**config.mk**
```make
export PLATFORM = sky130hd
export DESIGN_NAME = spwm_gen
export DESIGN_NICKNAME = d
export VERILOG_FILES = /design/src/rtl/spwm_pkg.sv /design/src/rtl/spwm_chan_timer.sv /design/src/rtl/spwm_out_stage.sv /design/src/rtl/spwm_gen.sv
export SDC_FILE = /design/constraint.sdc
export NUM_CORES = 1
export LEC_CHECK = 0
export ABC_CLOCK_PERIOD_IN_PS = 2200
export CAP_MARGIN = 20
export CORE_ASPECT_RATIO = 1.75
export CORE_UTILIZATION = 40
export CTS_BUF_LIST = sky130_fd_sc_hd__clkbuf_4
export DETAILED_ROUTE_END_ITERATION = 10
export DONT_BUFFER_PORTS = 1
export HOLD_SLACK_MARGIN = 0.03
export PLACE_DENSITY = 0.54
export SLEW_MARGIN = 5
export SYNTH_ARGS = -nofsm -noshare
export SYNTH_HDL_FRONTEND = slang
export SYNTH_HIERARCHICAL = 1
export SYNTH_SLANG_ARGS = --single-unit
```
**constraint.sdc**
```tcl
create_clock -name clk -period 2.2 [get_ports clk]
set_input_delay 0.11 -clock clk [delete_from_list [all_inputs] [get_ports clk]]
set_output_delay 0.11 -clock clk [all_outputs]
set_load 0.02 [all_outputs]
```
**src/rtl/spwm_pkg.sv**
```systemverilog
package spwm_pkg;

  localparam int FREQ_W = 8;
  localparam int STEP_W = 2;
  localparam int MULT_W = FREQ_W - STEP_W;
  localparam int DUTY_W = 8;
  localparam int SLOT_W = 8;
  // Largest increment is 2^MULT_W * 4^(2^STEP_W - 1); the accumulator spans it.
  localparam int ACC_W  = MULT_W + 2 * ((1 << STEP_W) - 1);

  localparam logic [1:0] MODE_NORMAL = 2'b01;

  typedef struct packed {
    logic [FREQ_W-1:0] freq;
    logic [DUTY_W-1:0] duty;
    logic              inv;
    logic              en;
  } chan_cfg_t;

  // Accumulator increment per tick: (mult + 1) * 4^step.
  function automatic logic [ACC_W:0] freq_inc(input logic [FREQ_W-1:0] code);
    logic [ACC_W:0]      mult_p1;
    logic [STEP_W-1:0]   step;
    mult_p1 = (ACC_W + 1)'(code[MULT_W-1:0]) + (ACC_W + 1)'(1);
    step    = code[FREQ_W-1 -: STEP_W];
    return mult_p1 << {step, 1'b0};
  endfunction

  // A slot is inside the active window when it does not exceed the duty code.
  function automatic logic slot_active(input logic [SLOT_W-1:0] slot,
                                       input logic [DUTY_W-1:0] duty);
    return slot <= duty;
  endfunction

endpackage

```
**src/rtl/spwm_chan_timer.sv**
```systemverilog
module spwm_chan_timer
  import spwm_pkg::*;
(
  input  logic              clk,
  input  logic              rst_n,
  input  logic              tick_i,
  input  logic [FREQ_W-1:0] freq_code_i,
  output logic [SLOT_W-1:0] slot_o,
  output logic              slot_adv_o
);

  logic [ACC_W-1:0]  acc_q;
  logic [SLOT_W-1:0] slot_q;
  logic [ACC_W:0]    inc;
  logic [ACC_W:0]    sum;
  logic              carry;

  assign inc        = freq_inc(freq_code_i);
  assign sum        = {1'b0, acc_q} + inc;
  assign carry      = sum[ACC_W];
  assign slot_adv_o = tick_i & carry;
  assign slot_o     = slot_q;

  always_ff @(posedge clk or negedge rst_n) begin
    if (!rst_n) begin
      acc_q  <= '0;
      slot_q <= '0;
    end else if (tick_i) begin
      acc_q <= sum[ACC_W-1:0];
      if (carry) slot_q <= slot_q + SLOT_W'(1);
    end
  end

  AST_SLOT_ONE_STEP: assert property (@(posedge clk) disable iff (!rst_n)
    !$stable(slot_q) |-> slot_q == $past(slot_q) + SLOT_W'(1));

  AST_HOLD_NO_TICK: assert property (@(posedge clk) disable iff (!rst_n)
    !tick_i |=> ($stable(slot_q) && $stable(acc_q)));

endmodule

```
**src/rtl/spwm_out_stage.sv**
```systemverilog
module spwm_out_stage
  import spwm_pkg::*;
(
  input  logic              clk,
  input  logic              rst_n,
  input  logic [SLOT_W-1:0] slot_i,
  input  logic [DUTY_W-1:0] duty_i,
  input  logic              inv_i,
  input  logic              en_i,
  input  logic              mode_ok_i,
  output logic              pwm_o
);

  logic in_window;
  logic drive_ok;

  assign in_window = slot_active(slot_i, duty_i);
  assign drive_ok  = en_i & mode_ok_i;
  // Gating sits outside the inversion, so a disabled pin is low either way.
  assign pwm_o     = drive_ok & (in_window ^ inv_i);

  AST_SLOT0_ACTIVE: assert property (@(posedge clk) disable iff (!rst_n)
    (drive_ok && slot_i == '0) |-> pwm_o == !inv_i);

  AST_DISABLED_LOW: assert property (@(posedge clk) disable iff (!rst_n)
    !en_i |-> !pwm_o);

endmodule

```
**src/rtl/spwm_gen.sv**
```systemverilog
module spwm_gen
  import spwm_pkg::*;
#(
  parameter int NCH     = 4,
  parameter int REG_W   = 8,
  parameter int POL_LSB = 2,
  parameter int EN_LSB  = 4
) (
  input  logic                  clk,
  input  logic                  rst_n,
  input  logic                  tick_i,
  input  logic [REG_W-1:0]      glb_ctrl_i,
  input  logic [REG_W-1:0]      pol_ctrl_i,
  input  logic [REG_W-1:0]      en_ctrl_i,
  input  logic [NCH*FREQ_W-1:0] freq_codes_i,
  input  logic [NCH*DUTY_W-1:0] duty_codes_i,
  output logic [NCH-1:0]        pwm_o
);

  localparam int MODE_MSB = REG_W - 1;

  logic           mode_ok;
  logic [NCH-1:0] slot_adv;
  logic           unused_bits;

  assign mode_ok     = (glb_ctrl_i[MODE_MSB -: 2] == MODE_NORMAL);
  assign unused_bits = ^{glb_ctrl_i, pol_ctrl_i, en_ctrl_i, slot_adv};

  for (genvar ch = 0; ch < NCH; ch++) begin : g_chan
    chan_cfg_t         cfg;
    logic [SLOT_W-1:0] slot;

    assign cfg.freq = freq_codes_i[ch*FREQ_W +: FREQ_W];
    assign cfg.duty = duty_codes_i[ch*DUTY_W +: DUTY_W];
    assign cfg.inv  = pol_ctrl_i[POL_LSB + ch];
    assign cfg.en   = en_ctrl_i[EN_LSB + ch];

    spwm_chan_timer u_timer (
      .clk         (clk),
      .rst_n       (rst_n),
      .tick_i      (tick_i),
      .freq_code_i (cfg.freq),
      .slot_o      (slot),
      .slot_adv_o  (slot_adv[ch])
    );

    spwm_out_stage u_out (
      .clk       (clk),
      .rst_n     (rst_n),
      .slot_i    (slot),
      .duty_i    (cfg.duty),
      .inv_i     (cfg.inv),
      .en_i      (cfg.en),
      .mode_ok_i (mode_ok),
      .pwm_o     (pwm_o[ch])
    );
  end

  AST_MODE_GATE: assert property (@(posedge clk) disable iff (!rst_n)
    (glb_ctrl_i[MODE_MSB -: 2] != MODE_NORMAL) |-> pwm_o == '0);

endmodule

```
==> results.cfg <==
[run_status]
status = complete, but fails checks
failed_checks = setup timing

[critical_path]
r2r_slack_ns = -0.18
crit_path_end_kind = flip-flop
reg2reg_to = g_chan[1].u_timer/slot_o[1]
cp.arrival_ns = 2.73
rr_worst_depth = 9
crit_type = flip-flop to flip-flop
crit_chain = ha_2 -> inv_2 -> fa_2 -> nor2b_4 -> o31ai_4 -> a2111oi_4 -> or3_1 -> and3_4 -> mux2_4
worst-path-stages = 9
critPathRequiredTime_ns = 2.55
cp_max_fo = 8
start_kind = flip-flop
crit_slowest_cell = dfrtp_1
regToRegStartpoint = g_chan[1].u_timer/acc_q[0]
cp_top_family = adder cells
crit_path_max_incr_delay_ns = 0.38
crit_start = g_chan[1].u_timer/acc_q[0]
cp-endpoint = g_chan[1].u_timer/slot_o[1]
cp.buffers_inverters = 1

[floorplan]
die_area_um2 = 19670
die_x_um = 106.4
core_um2 = 18660
die_y_um = 184.8
io_pins = 95
start_util = 0.4092
placementRows = 66

[final_layout]
layout.area.seq_um2 = 2014
fin_nets = 1183
n_fill_cell = 1700
drive_gt1_frac = 0.3592
final_cells = 1244
syn2layout_area_growth_pct = 31.43
multi_input_area_um2 = 5921

[logic_synthesis]
synth_warnings = 6
ys_async_sr_fraction = 1.000
syn_area_per_cell_um2 = 9.134
synth_edf_count = 0
syn_nets = 1019
synth_seq_cells = 80
syn_inst = 836
synth_ff_type = dfrtp_1
synth.cell_area_um2 = 7636
yosysUniqueCellTypes = 61
seq_area_frac_synth = 0.2622

[sta]
fin_crit_sh = 1.083
setup_viol = 35
fmax_mhz = 419.8
hold_violations = 0
relSlewSlack = 0.4348
setup_ws_ns = -0.1823
fin_skew_ns = 0.02257
rsz0062_at_grt = yes
drv_slew = 0
tightest_slew_ns = 0.8450
fin_crit_ns = 2.382

[detailed_routing]
drt_wl_total_um = 20840
drt-vias-per-instance = 5.475
ant_nets = 0
first_pass_iters = 4
drt_iter0_drc = 207
vias = 6811
post_drt_wl_per_cell_um = 16.75
drc = 0

[global_route]
grt_pass1_vias = 7082
grt-ovfl-total = 0
grt_pass1_wl_um = 32690
track_usage = 0.2118
antenna_found_initial = 1
grt_max_degree = 81

[clock_network]
cts.sinks = 80
clk_latency_ns = 0.47
cts_root_buf = clkbuf_4
path_clk_slew_ns = 0.14
cts_tree = done
h-tree-depth = 3
cts_buffer_depth = 2
cts-buffers-inserted = 9

[power_and_ir_drop]
pwr-share-clk = 0.109
p_leak_nw = 4.619
pwr_density_cell_nw_per_um2 = 1040
switching_share = 0.3833
ir_drop_uv = 575.6
comb_power_share = 0.651
power_switching_mw = 4.002
p_int_mw = 6.438
p_seq_frac = 0.240

[place]
io_buffer_count = 0
pre_cts_ws_ns = -0.6133
gp_congestion = 0.8437
placed_cells = 1182
dp_hpwl_um = 14780

[job]
cap_violations = 0

[min_path]
hold_class = input pin to flip-flop
## per-stage QoR
step	TNS (ns)	power [mW]	utilization	hold WS [ns]	instance area (um2)
floorplan	-9.515	6.424	-	-0.1856	7820
global placement	-17.73	8.276	0.4808	-0.1835	8972
detailed placement	-20.65	8.495	0.4808	-0.1830	8972
CTS	-3.671	10.19	0.5196	0.03083	9698
global route	-7.067	11.28	0.5377	0.05525	10040
finish	-3.646	10.44	0.5377	0.06811	10040
## power by group through the flow
| stage | Combinational (mW) | Clock (mW) | Sequential [mW] |
|---|---|---|---|
| final | 6.80 | 1.13 | 2.51 |
| after global routing | 7.44 | 1.25 | 2.60 |
| after CTS | 6.49 | 1.19 | 2.51 |
| after detailed placement | 5.93 | 0 | 2.56 |
| after global placement | 5.74 | 0 | 2.54 |
| after floorplan | 4.00 | 0 | 2.42 |
## how the worst min path moves through the flow
stage / endpoint / startpoint / cells past startpoint
floorplan: g_chan[0].u_timer/acc_q[0] / rst_n / 0
global placement: g_chan[3].u_timer/acc_q[0] / rst_n / 0
detailed placement: g_chan[3].u_timer/acc_q[1] / rst_n / 0
CTS: g_chan[1].u_timer/acc_q[6] / tick_i / 2
global route: g_chan[1].u_timer/acc_q[6] / tick_i / 2
finish: g_chan[1].u_timer/acc_q[6] / tick_i / 2
## registers in the layout, indices dropped and copies added (netlist names)
signal,cells
g_chan.u_timer/slot_o,32
g_chan.u_timer/acc_q,48
## worst reg2reg max path, stage by stage (launching register included)
cell and delay, ns:
dfrtp_1 0.38, ha_2 0.19, inv_2 0.04, fa_2 0.38, nor2b_4 0.15, o31ai_4 0.09, a2111oi_4 0.33, or3_1 0.16
and3_4 0.24, mux2_4 0.30
## placed cells by master (no fill, tap or decap), types with 7 or more instances in the layout
| cell | synthesis | final |
|---|---|---|
| ha_1 | 88 | 63 |
| nor2b_4 | 9 | 9 |
| nand4_1 | 29 | 29 |
| mux2i_1 | 22 | 19 |
| xnor2_1 | 62 | 58 |
| inv_1 | 53 | 47 |
| clkbuf_4 | 0 | 9 |
| o211ai_1 | 9 | 9 |
| o21ai_1 | 6 | 9 |
| a21oi_2 | 4 | 12 |
| nand2_1 | 55 | 52 |
| xor2_1 | 21 | 21 |
| mux2_2 | 37 | 35 |
| buf_4 | 0 | 158 |
| ha_4 | 0 | 20 |
| o21ai_0 | 22 | 18 |
| o21ai_2 | 8 | 8 |
| dfrtp_1 | 80 | 70 |
| nand3_1 | 20 | 17 |
| nor2_1 | 56 | 56 |
| and3_1 | 27 | 24 |
| buf_6 | 1 | 10 |
| nand2b_1 | 15 | 14 |
| dlygate4sd3_1 | 0 | 7 |
| nor3_1 | 12 | 7 |
| dfrtp_2 | 0 | 10 |
| o21a_1 | 15 | 15 |
| a21oi_1 | 64 | 54 |
## metal layers
metal  share of wire  routed length [um]  track usage
met2            0.57               11830       0.4301
met3           0.022                 465      0.02850
met4           0.041                 861      0.09973
met1            0.37                7685       0.2042
met5               0                   0            0
## logic make-up after synthesis
family / count (synthesis) / share of synthesized area
AO/OA/AOI/OAI: 179 / 0.1622
multiplexers: 63 / 0.08979
adder cells (fa/ha/maj): 92 / 0.1547
buffers and inverters: 77 / 0.03982
flip-flops: 80 / 0.2622
XOR/XNOR: 83 / 0.09520
AND/OR/NAND/NOR: 262 / 0.1961
## repair_timing
action,CTS,global route
endpoints found under the hold margin,136,0
hold buffers,9,0
gates resized for setup,51,47
buffers inserted,23,14
pin swaps,35,51
endpoints found under the setup margin,43,54
## cell type report
type | instances | area share
Clock buffer | 9 | 0.006732
Clock inverter | 7 | 0.01097
Timing Repair Buffer | 177 | 0.1419
Multi-Input combinational cell | 679 | 0.5900
Tap cell | 238 | 0.02967
Antenna cell | 1 | 0.0002493
Inverter | 53 | 0.01982
Sequential cell | 80 | 0.2007
## synthesized netlist by cell type, drive strengths merged (5+ instances only)
library cell   n  share of area
a21oi         69          0.049
o21a          16          0.016
and3          27          0.022
o31ai          6         0.0077
or2            5         0.0044
or3            5         0.0041
nor3          12         0.0079
nand2b        15          0.012
inv           53          0.026
nor2          56          0.028
or4            6         0.0074
mux2i         22          0.029
ha            88           0.14
xor2          21          0.024
mux2          41          0.061
dfrtp         80           0.26
xnor2         62          0.071
nand4         36          0.039
nor2b         14          0.020
nand3         20          0.013
o211ai        13          0.015
o21ai         36          0.028
a21o           6         0.0059
buf           11         0.0069
nand2         55          0.027
clkbuf        13         0.0069
o211a          6         0.0079
(Power assumes the default switching activity.)
